==> config.mk <==
export PLATFORM = sky130hd
export DESIGN_NAME = sq_fwd_mask_gen
export DESIGN_NICKNAME = d
export VERILOG_FILES = /design/src/rtl/sq_fwd_mask_gen.sv
export SDC_FILE = /design/constraint.sdc
export NUM_CORES = 1
export LEC_CHECK = 0
export ABC_AREA = 1
export BUFFER_PORTS_ARGS = -buffer_cell sky130_fd_sc_hd__buf_2
export CAP_MARGIN = 30
export CORE_AREA = 3 3 295 297
export CTS_CLUSTER_DIAMETER = 30
export DETAILED_ROUTE_END_ITERATION = 6
export DIE_AREA = 0 0 298 300
export GPL_TIMING_DRIVEN = 0
export SLEW_MARGIN = 15
export SYNTH_ARGS = -nofsm -noshare
export SYNTH_HDL_FRONTEND = slang
export SYNTH_SLANG_ARGS = --single-unit
==> constraint.sdc <==
create_clock -name clk -period 0.8 [get_ports clk]
set_input_delay 0.12 -clock clk [delete_from_list [all_inputs] [get_ports clk]]
set_output_delay 0.12 -clock clk [all_outputs]
set_load 0.01 [all_outputs]
==> src/rtl/sq_fwd_mask_gen.sv <==
module sq_fwd_mask_gen #(
  parameter int DEPTH    = 16,
  parameter int AW       = 40,
  parameter int LINE_OFS = 6,
  parameter int WORD_OFS = 3,
  parameter bit OUT_REG  = 1'b1
) (
  input  logic                  clk,
  input  logic                  rst_n,
  input  logic [$clog2(DEPTH)-1:0] deq_idx,
  input  logic                  deq_wrap,
  input  logic [$clog2(DEPTH)-1:0] ld_idx,
  input  logic                  ld_wrap,
  input  logic [AW-1:0]         ld_addr,
  input  logic [DEPTH*AW-1:0]   ent_addr,
  input  logic [DEPTH-1:0]      ent_line,
  input  logic [DEPTH-1:0]      ent_valid,
  output logic [DEPTH-1:0]      mask_old,
  output logic [DEPTH-1:0]      mask_young
);
  localparam int IW = $clog2(DEPTH);

  logic             same_wrap;
  logic [DEPTH-1:0] at_or_after_deq, before_ld, addr_hit;
  logic [DEPTH-1:0] old_c, young_c;
  logic             unused_low;

  assign same_wrap  = (deq_wrap == ld_wrap);
  assign unused_low = ^ld_addr[WORD_OFS-1:0];

  for (genvar j = 0; j < DEPTH; j++) begin : g_ent
    logic [AW-1:0] a;
    logic          tag_eq, word_eq;
    logic          unused_ent_low;
    assign a               = ent_addr[j*AW +: AW];
    assign unused_ent_low  = ^a[WORD_OFS-1:0];
    assign tag_eq          = (a[AW-1:LINE_OFS] == ld_addr[AW-1:LINE_OFS]);
    assign word_eq         = (a[LINE_OFS-1:WORD_OFS] == ld_addr[LINE_OFS-1:WORD_OFS]);
    assign addr_hit[j]     = ent_valid[j] & tag_eq & (word_eq | ent_line[j]);
    assign at_or_after_deq[j] = (IW'(j) >= deq_idx);
    assign before_ld[j]       = (IW'(j) < ld_idx);
  end

  assign old_c   = addr_hit & (same_wrap ? (at_or_after_deq & before_ld) : at_or_after_deq);
  assign young_c = same_wrap ? '0 : (addr_hit & before_ld);

  if (OUT_REG) begin : g_reg
    always_ff @(posedge clk or negedge rst_n) begin
      if (!rst_n) begin
        mask_old   <= '0;
        mask_young <= '0;
      end else begin
        mask_old   <= old_c;
        mask_young <= young_c;
      end
    end
  end else begin : g_comb
    logic unused_clk;
    assign unused_clk = clk ^ rst_n;
    assign mask_old   = old_c;
    assign mask_young = young_c;
  end
endmodule

# Word-level counts from Yosys, hierarchy flattened
# Index checks and enable logic that the tools add are counted.
# word_totals
ff_bits,32
wordCells,120
# classes
n_lt_le_gt_ge,32
eq_ne,33
n_mux,2
bitwise,51
# ops
operator,count
equality test 34 bit,16
AND 16 bit,3
equality test 3 bit,16
AND 1 bit,32
>= comparator 4 bit (first input constant),8
less-than comparator 4 bit (first input constant),8
2-to-1 mux 16 bit,2
>= comparator 3 x 4 -> 1 bit (first input constant),4
less-than comparator 3 x 4 -> 1 bit (first input constant),4
bitwise OR 1 bit,16
>= comparator 1 x 4 -> 1 bit (first input constant),2
>= comparator 2 x 4 -> 1 bit (first input constant),2
less-than comparator 1 x 4 -> 1 bit (first input constant),2
less-than comparator 2 x 4 -> 1 bit (first input constant),2
equality test 1 bit,1

# Longest topological paths before layout
# Gate-level depths: netlist of the first run.
# logic_depth
word_depth,5
depth_mapped,12

# Worst setup path before layout of the first run
# No wires, ideal clock.
# synth_timing
path_type,input to register
startpoint,input port ld_addr[26]
endpoint,register mask_old[11]
setup_time_ns,0.072
t_arrival_ns,1.034
slack_ns,-0.305
cell_stages,9
path_buffers,2
path_cell_list,buf_2 buf_4 xnor2_1 nand2_1 nor2_1 nand2_1 nor2_1 nand3_1 nor2_1
# synth_between
elab_chain_len,4
# synth_rtl
item,line_no,rtl
"start, declared",14,"input logic [AW-1:0] ld_addr,"
equality test 34 bit,37,assign tag_eq = (a[AW-1:LINE_OFS] == ld_addr[AW-1:LINE_OFS]);
AND 1 bit (2 in series),39,assign addr_hit[j] = ent_valid[j] & tag_eq & (word_eq | ent_line[j]);
AND 16 bit,44,assign old_c = addr_hit & (same_wrap ? (at_or_after_deq & before_ld) : at_or_after_deq);
named net old_c[11],25,"logic [DEPTH-1:0] old_c, young_c;"
"end signal, assigned",53,mask_old <= old_c;
"end, declared",18,"output logic [DEPTH-1:0] mask_old,"
# The timed path passes the listed nets, and every way through them passes these cells.

# Worst setup path after layout of the first run
# layout_timing
startpoint,input port ld_addr[32]
endpoint,register mask_young[2]
# layout_between
elab_chain_len,5
# layout_rtl
item,line_no,rtl
equality test 34 bit,37,
AND 1 bit (2 in series),39,
AND 16 bit,45,assign young_c = same_wrap ? '0 : (addr_hit & before_ld);
2-to-1 mux 16 bit,45,
named net young_c[2],25,
"end signal, assigned",54,mask_young <= young_c;
"end, declared",19,output logic [DEPTH-1:0] mask_young
# The timed path passes the listed nets, and every way through them passes these cells.

==> impl_metrics.yaml, run 1 <==
clocking:
  h-tree-depth: 2
  numCtsBuffers: 5
  cts_root_buffer: "clkbuf_16"
  cts_sinks: 31
  cts_tree: "yes"
  clk_pin_slew_worst_paths_ns: 0.06
  cts_buffer_depth: 2
setup_path:
  critical_path_class: "in2reg"
  cp.arrival_ns: 1.59
  startpoint_type: "primary input"
  required_ns: 1.02
  path_max_fanout: 5
  critPathCaptureType: "flop"
job:
  drv_cap: 0
logic_synthesis:
  yosys.area.top_type: "nand2_1"
  synth_top_area_share_pct: 36.1
  syn_nets: 3176
  ys_ff_latch: 31
  post_synth_num_cell_types: 26
  synth_flop_cell: "dfrtp_1"
  synthCells: 2452
  synth_edf_count: 0
  synth_area_leaders: "nand2_1, xnor2_1, inv_1, nor2_1, dfrtp_1"
  syn-mean-instance-area_um2: 4.76
  muxShareOfSynthArea_pct: 0
  synth_compound_area_share_pct: 3.89
  yosys.area_share.simple_pct: 49.0
  synth_top_family_by_area: "simple AND/OR/NAND/NOR gates"
  yosys_warnings: 0
  async_reset_ff_share_pct: 100
  synth_fa_ha_area_share_pct: 0
  syn_area_um2: 11700
  synth-seq-area-share_pct: 6.64
  synth-xor-area-share_pct: 18.0
sta:
  fin_crit_ns: 1.37
  fin_ws_ns: -0.572
  min_period_over_period_pct: 172
  hold_ws_ns: -0.0903
  tightest_slew_ns: 0.770
  setup_tns_ns: -18.26
  setup_viol: 62
  finalMaxSlewViolations: 0
  timing.fmax_mhz: 729
  rsz0062_at_grt: "yes"
  final-hold-violation-count: 31
  slew_headroom_pct: 48.6
outcome:
  violations: "hold timing, setup timing"
  status: "complete, but fails checks"
place:
  placed_cells: 4269
  gp_congestion: 0.981
  port_buffers: 673
  dp_hpwl_um: 102000
route:
  drt_pre_antenna_iters: 7
  ant_nets: 0
  wirelength_um: 132000
  vias: 18500
  drc: 0
  initialDrtViolationCount: 1641
  viasPerCell: 4.19
  wire_per_inst_um: 29.9
floorplanning:
  ioPinCount: 756
  num_rows: 107
  core-area_um2: 84900
  die_x_um: 298
  die_area_um2: 89400
  start_util_pct: 13.8
  die_y_um: 300
grt:
  grt-ovfl-total: 0
  grt_first_pass_wirelength_um: 162000
  antenna_found_initial: 53
  grt_pass1_vias: 17100
  grt_max_degree: 32
  grt_usage_pct: 27.7
pwr:
  p_leak_nw: 12.4
  p_per_area_nw_per_um2: 740
  ir_drop_mv: 0.719
finish:
  final_cells: 4424
  nNetsFinal: 3984
  drive_gt1_share_pct: 36.7
  filler_cell_count: 9775
  area_growth_pct: 85.4
hold_path:
  hold_path_class: "in2async"
-- logic make-up after synthesis --
kind of cell,count (synthesis)
xor+xnor,240
compound gates,84
simple gates,1475
other cells,1
flops,31
buf+inv,621
-- timing repair --
| action | 4_1_cts | 5_1_grt |
|---|---|---|
| hold endpoints to repair | 31 | 31 |
| gates cloned | 7 | 9 |
| endpoints found under the setup margin | 62 | 62 |
| pin swaps | 85 | 90 |
| resized for setup | 464 | 115 |
| setup buffers | 89 | 25 |
-- area by class of cell --
type,instances,area (um2),area share (%)
Multi-Input combinational cell,1800,9890,45.7
Clock inverter,1,7.51,0.0347
Timing Repair Buffer,801,5230,24.2
Sequential cell,31,776,3.58
Tap cell,1144,1430,6.61
Buffer,89,1890,8.72
Antenna cell,19,47.5,0.220
Inverter,532,2210,10.2
Clock buffer,7,153,0.705
-- state kept, by name (all words and copies together), names as in the netlist --
register	count
mask_old	16
mask_young	15
-- cells in the mapped netlist (all sizes together), types with 2 or more instances --
| master | number |
|---|---|
| buf | 86 |
| inv | 526 |
| o22ai | 5 |
| xor2 | 4 |
| o211ai | 3 |
| clkbuf | 3 |
| a21boi | 5 |
| o21a | 2 |
| dfrtp | 31 |
| nand3 | 56 |
| or2 | 3 |
| a21oi | 10 |
| nor2 | 251 |
| clkinv | 6 |
| xnor2 | 236 |
| nand4 | 41 |
| o21ai | 58 |
| nand2 | 1123 |
-- power by group --
group          internal, mW   switching, mW  leakage [nW]
registers              1.57  0.000000000144         0.433
clock network          1.32           0.743        0.0763
logic                  5.27            7.11          11.9
-- routing by layer --
| metal | track usage (%) | vias up | wire length [um] |
|---|---|---|---|
| met5 | 0 | - | 176 |
| met4 | 8.87 | 28 | 5280 |
| met3 | 6.82 | 231 | 12200 |
| met2 | 46.5 | 1202 | 60900 |
| met1 | 34.7 | 8408 | 53600 |
| li1 | - | 8680 | - |
-- worst max-delay path, stage by stage --
cell and delay (ns):
buf_8 0.11, clkinvlp_4 0.14, buf_12 0.18, nor2_4 0.04, nor2_2 0.11, nand2_2 0.10
nor2_4 0.28, nand2_2 0.11, nor2_4 0.15, nand3_2 0.11, nor2_2 0.13
-- path summary, 6_finish.rpt --
check                             from  slack [ns]  cells past startpoint             to
worst max-delay path       ld_addr[32]       -0.57                     11  mask_young[2]
worst min-delay path             rst_n       -0.09                      1   mask_old[15]
max in group asynchronous        rst_n        0.39                      1    mask_old[8]
min in group clk             ld_idx[3]        0.17                      3  mask_young[7]
-- cells in the final DEF, fill, tap and decap left out, types with 42 or more instances in the layout --
master   synthesis  final
buf_2           37    647
nor2_2           0     48
o21ai_0         53     48
buf_4           34     76
nor2_1         251    152
nor2_4           0     51
xnor2_1        236    146
buf_16           0     46
xnor2_2          0     88
inv_1          501    491
nand2_1       1123   1074
buf_6           15     42
buf_12           0     57
-- through the flow --
step | total power, mW | setup slack [ns] | cell area [um2] | hold WS (ns) | util, %
global route | 16.8 | -0.631 | 21600 | -0.0287 | 25.5
detailed placement | 11.7 | -2.21 | 17500 | 0.242 | 20.7
global placement | 11.6 | -2.22 | 17500 | 0.227 | 20.7
finish | 16.0 | -0.572 | 21600 | -0.0903 | 25.5
CTS | 15.4 | -0.561 | 20700 | -0.0596 | 24.4
floorplan | 6.51 | -0.212 | 12700 | -0.176 | -
(Power assumes the default switching activity.)
==> run 2: changes to the inputs <==
- BUFFER_PORTS_ARGS: -buffer_cell sky130_fd_sc_hd__buf_2 -> -buffer_cell sky130_fd_sc_hd__buf_4
- CAP_MARGIN: 30 -> unset
- CTS_CLUSTER_SIZE: unset -> 30
==> run 2 against run 1 <==
  * The run ends with setup timing left
  * Critical path depth stayed put
  * Sequential power barely moved
  * First-iteration DRC count is 1.5% higher
  * Non-clock buffer count grew 7
  * Die area did not move
  * Sequential share of layout area decreased by 0.27 points
  * Setup slack got worse by 0.015 ns
  * Clock-buffer cell count unchanged
  * Utilization rose by 2.1 points
  * Routed wire length shrank 0.52%
==> impl_metrics.yaml, run 2 (same netlist as run 1, synthesis figures left out) <==
place:
  port_buffers: 673
  gp_congestion: 0.943
  dp_hpwl_um: 103000
  placed_cell_area_um2: 19200
floorplanning:
  core-area_um2: 84900
  start_util_pct: 13.8
  ioPinCount: 756
  die_area_um2: 89400
  die_y_um: 300
  die_x_um: 298
  num_rows: 107
route:
  wirelength_um: 131000
  initialDrtViolationCount: 1665
  drc: 0
  drt_pre_antenna_iters: 6
  viasPerCell: 4.16
  wire_per_inst_um: 29.7
  ant_nets: 0
  vias: 18400
clocking:
  numCtsBuffers: 5
  cts_sinks: 31
  cts_root_buffer: "clkbuf_16"
  cts_buffer_depth: 2
  clk_pin_slew_worst_paths_ns: 0.06
  cts_tree: "yes"
  h-tree-depth: 2
finish:
  nNetsFinal: 3991
  top_regs: "mask_old x16, mask_young x15"
  fin_area_um2: 23400
  area_growth_pct: 100
  drive_gt1_share_pct: 37.8
  regMostFlops: "mask_old"
  final_cell_mix: "nand2_1, buf_4, inv_1, nor2_1, xnor2_1"
  largest_reg_flops: 16
  final_util_pct: 27.6
  mostFrequentLayoutCell: "nand2_1"
job:
  drv_cap: 0
setup_path:
  required_ns: 1.02
  critical_path_class: "in2reg"
  crit_family: "simple AND/OR/NAND/NOR gates"
  crit_chain: "buf_16 -> buf_16 -> buf_12 -> buf_4 -> xnor2_2 -> nand2_1 -> nor2_1 -> nand2_1 -> nor2_4 -> nand3_4 -> nor2_4"
  path_max_fanout: 7
  crit_path_max_incr_delay_ns: 0.18
  cp.depth: 11
  critPathCaptureType: "flop"
  startpoint: "ld_addr[22]"
  cp.arrival_ns: 1.60
  worst-path-buf-inv: 4
  crit_path_top_delay_cell: "nor2_4"
  crit_end: "mask_young[1]"
  startpoint_type: "primary input"
grt:
  grt_first_pass_wirelength_um: 166000
  grt_usage_pct: 28.1
  antenna_found_initial: 24
  grt_max_degree: 32
  grt_pass1_vias: 17700
  grt-ovfl-total: 0
sta:
  setup_viol: 62
  setup_tns_ns: -18.53
  timing.fmax_mhz: 721
  min_period_over_period_pct: 173
  finalMaxSlewViolations: 0
  rsz0062_at_grt: "yes"
  hold_ws_ns: 0.172
  fin_crit_ns: 1.39
  fin_ws_ns: -0.588
  final-hold-violation-count: 0
pwr:
  p_leak_nw: 13.0
  ir_drop_mv: 0.668
  power_mw: 16.8
  p_per_area_nw_per_um2: 719
outcome:
  status: "complete, but fails checks"
  violations: "setup timing"
hold_path:
  hold_path_class: "in2reg"
  holdPathStages: 3
## run 2: changes by cell type in the layout (fill, tap and decap cells not counted), moves of 6 or more
cell / delta
nor2_1: -6
buf_2: -647
buf_6: +12
buf_4: +641
nand2_2: +17
diode_2: -12
nand2_1: -20
clkbuf_16: -8
buf_12: +9
## run 2: worst min path at each step
stage	start	slack [ns]	to
after floorplan	rst_n	-0.18	mask_old[0]
after global placement	rst_n	0.08	mask_young[13]
after detailed placement	rst_n	0.09	mask_young[13]
after CTS	ld_idx[3]	0.16	mask_young[7]
after global routing	ld_idx[3]	0.18	mask_young[7]
final	ld_idx[3]	0.17	mask_young[7]
## run 2: metrics by stage
| stage | setup slack [ns] | cells |
|---|---|---|
| 3_3_place_gp | -2.14 | 4269 |
| 3_5_place_dp | -2.14 | 4269 |
| 6_report | -0.588 | 4419 |
| 2_1_floorplan | -0.212 | 2452 |
| 4_1_cts | -0.600 | 4384 |
| 5_1_grt | -0.640 | 4414 |
## run 2: where the power goes
group | switching [mW] | total, mW | internal, mW
logic | 7.06 | 13.2 | 6.16
registers | 0.000000000180 | 1.57 | 1.57
clock network | 0.723 | 2.05 | 1.32
## run 2: routing by layer
layer | global-route usage, % | wire (um) | share of wire, %
met3 | 6.12 | 11700 | 8.9
met2 | 46.9 | 60100 | 46
met5 | 0 | 136 | 0.10
met4 | 8.37 | 4800 | 3.7
met1 | 36.1 | 54700 | 42
## run 2: cell type report
type / instances / area, um2
Clock buffer: 7 / 153
Tap cell: 1144 / 1430
Buffer: 88 / 1820
Sequential cell: 31 / 776
Clock inverter: 1 / 7.51
Inverter: 532 / 2230
Timing Repair Buffer: 809 / 6970
Multi-Input combinational cell: 1800 / 10000
Fill cell: 9647 / 61500
Antenna cell: 7 / 17.5
## run 2: timing repair
item                                    in CTS  in global routing
hold buffers                                 1                  0
gates cloned                                 9                  1
endpoints found under the hold margin       31                  0
pin swaps                                   97                106
endpoints found under the setup margin      62                 62
gates resized for setup                    453                145
buffers inserted                            97                 31
==> run 3: changes to the inputs <==
- PLACE_DENSITY: unset -> 0.3
- clock period: 0.8 -> 1.7 ns (I/O delays scaled with it)
==> run 3 against run 2 <==
  * The flow now finishes without violations
  * Total power decreased by 61%
  * Utilization decreased by 4.8 points
  * Clock-buffer cell count unchanged
  * Sequential power decreased by 53%
  * First-iteration DRC count decreased by 37%
  * Via count decreased by 8.3%
  * Worst hold slack improved by 0.082 ns
==> impl_metrics.yaml, run 3 (same netlist as run 1, synthesis figures left out) <==
route:
  drt_pre_antenna_iters: 5
  wirelength_um: 121000
  initialDrtViolationCount: 1056
  drc: 0
  vias: 16900
  ant_nets: 0
  viasPerCell: 3.92
  wire_per_inst_um: 28.2
setup_path:
  crit_path_max_incr_delay_ns: 0.42
  crit_chain: "buf_8 -> buf_16 -> nand2_1 -> nand4_1 -> nor2_4 -> nand2_4 -> nor2_4 -> nand3_4 -> nor2_1"
  startpoint_type: "primary input"
  required_ns: 1.91
  crit_path_top_delay_cell: "nand4_1"
  path_max_fanout: 8
  cpMostUsedCell: "nor2_4"
  critical_path_class: "in2reg"
  worst-path-buf-inv: 2
  cp.arrival_ns: 1.90
  crit_family: "simple AND/OR/NAND/NOR gates"
  critPathCaptureType: "flop"
pwr:
  p_per_area_nw_per_um2: 340
  p_leak_nw: 11.0
  power_mw: 6.59
  ir_drop_mv: 0.286
sta:
  finalMaxSlewViolations: 0
  timing.fmax_mhz: 590
  fin_crit_ns: 1.69
  final-hold-violation-count: 0
  min_period_over_period_pct: 99.6
  fin_ws_ns: 0.00624
  slew_headroom_pct: 66.2
  tightest_slew_ns: 0.506
  setup_viol: 0
  hold_ws_ns: 0.254
  rsz0062_at_grt: "yes"
floorplanning:
  die_y_um: 300
  num_rows: 107
  die_x_um: 298
  start_util_pct: 13.8
  die_area_um2: 89400
  ioPinCount: 756
  core-area_um2: 84900
finish:
  final_cell_mix: "nand2_1, buf_4, inv_1, xnor2_1, nor2_1"
  area_growth_pct: 65.7
  mostFrequentLayoutCell: "nand2_1"
  filler_cell_count: 10300
  register_area_um2: 776
  fin_area_um2: 19300
  drive_gt1_share_pct: 28.8
  largest_reg_flops: 16
  final_util_pct: 22.8
  nNetsFinal: 3875
  multiInputGateArea_um2: 8730
  top_regs: "mask_old x16, mask_young x15"
  regMostFlops: "mask_old"
grt:
  antenna_found_initial: 21
  grt_first_pass_wirelength_um: 154000
  grt_pass1_vias: 17000
  grt_max_degree: 32
  grt_usage_pct: 25.9
  grt-ovfl-total: 0
outcome:
  status: "completed"
place:
  place_ws_ns: -1.27
  gp_congestion: 0.895
  placed_cell_area_um2: 18200
  dp_hpwl_um: 102000
  port_buffers: 673
clocking:
  numCtsBuffers: 5
  cts_tree: "yes"
  clk_pin_slew_worst_paths_ns: 0.05
  cts_buffer_depth: 2
  h-tree-depth: 2
  cts_sinks: 31
  cts_root_buffer: "clkbuf_16"
hold_path:
  hold_path_class: "in2reg"
job:
  drv_cap: 0
==> run 3: cell count changes in the layout (fill, tap and decap cells not counted), moves of 7 or more <==
cell     change
nor2_4      -30
nand3_4      -7
inv_2        +8
nand2_1     +52
xnor2_1     +91
nand2_2     -37
buf_6       -19
nand2_4     -15
nor2_1      +56
buf_12      -55
nor2_2      -26
o21ai_0      +7
xnor2_2     -89
buf_16      -42
==> run 3: worst paths after layout <==
| path | start | endpoint | cells after the start |
|---|---|---|---|
| worst max-delay path | ld_addr[24] | mask_old[10] | 9 |
| worst min-delay path | ld_idx[3] | mask_young[7] | 3 |
| max in group asynchronous | rst_n | mask_young[9] | 2 |
| min in group asynchronous | rst_n | mask_young[5] | 2 |
==> run 3: metal layers <==
layer / routed length [um] / share of wire, % / vias up / GRT usage, %
met5: 200 / 0.17 / - / 0
met4: 1600 / 1.3 / 32 / 2.93
met3: 7950 / 6.6 / 89 / 5.32
met2: 59500 / 49 / 593 / 46.6
met1: 51900 / 43 / 7743 / 32.7
li1: - / - / 8400 / -
==> run 3: through the flow <==
step / std cells / TNS, ns
floorplan: 2452 / 0
global placement: 4269 / -30.98
detailed placement: 4269 / -30.52
CTS: 4293 / 0
global route: 4297 / -0.0743
finish: 4302 / 0
==> run 3: area by class of cell <==
class                           count  area share (%)
Sequential cell                    31            4.01
Tap cell                         1144            7.40
Inverter                          532            10.6
Clock inverter                      1          0.0388
Multi-Input combinational cell   1800            45.1
Clock buffer                        7           0.789
Timing Repair Buffer              692            26.9
Buffer                             89            5.04
Antenna cell                        6          0.0776
==> run 3: power breakdown <==
group / internal (mW) / switching (mW) / total (mW) / leakage, nW
registers: 0.739 / 0.0000000000479 / 0.739 / 0.433
logic: 2.13 / 2.78 / 4.91 / 10.5
clock network: 0.622 / 0.317 / 0.938 / 0.0762
==> run 3: tightest hold or removal path, delay by kind of cell <==
kind / cells / cell delay (ns)
buffers and inverters: 1 / 0.13
and+or+nand+nor: 2 / 0.10
==> run 3: what timing repair did <==
item | CTS | global route
pin swaps | 12 | 10
buffers inserted | 15 | 3
endpoints found under the hold margin | 31 | 0
resized for setup | 194 | 47
hold buffers | 1 | 0
setup endpoints to repair | 31 | 28
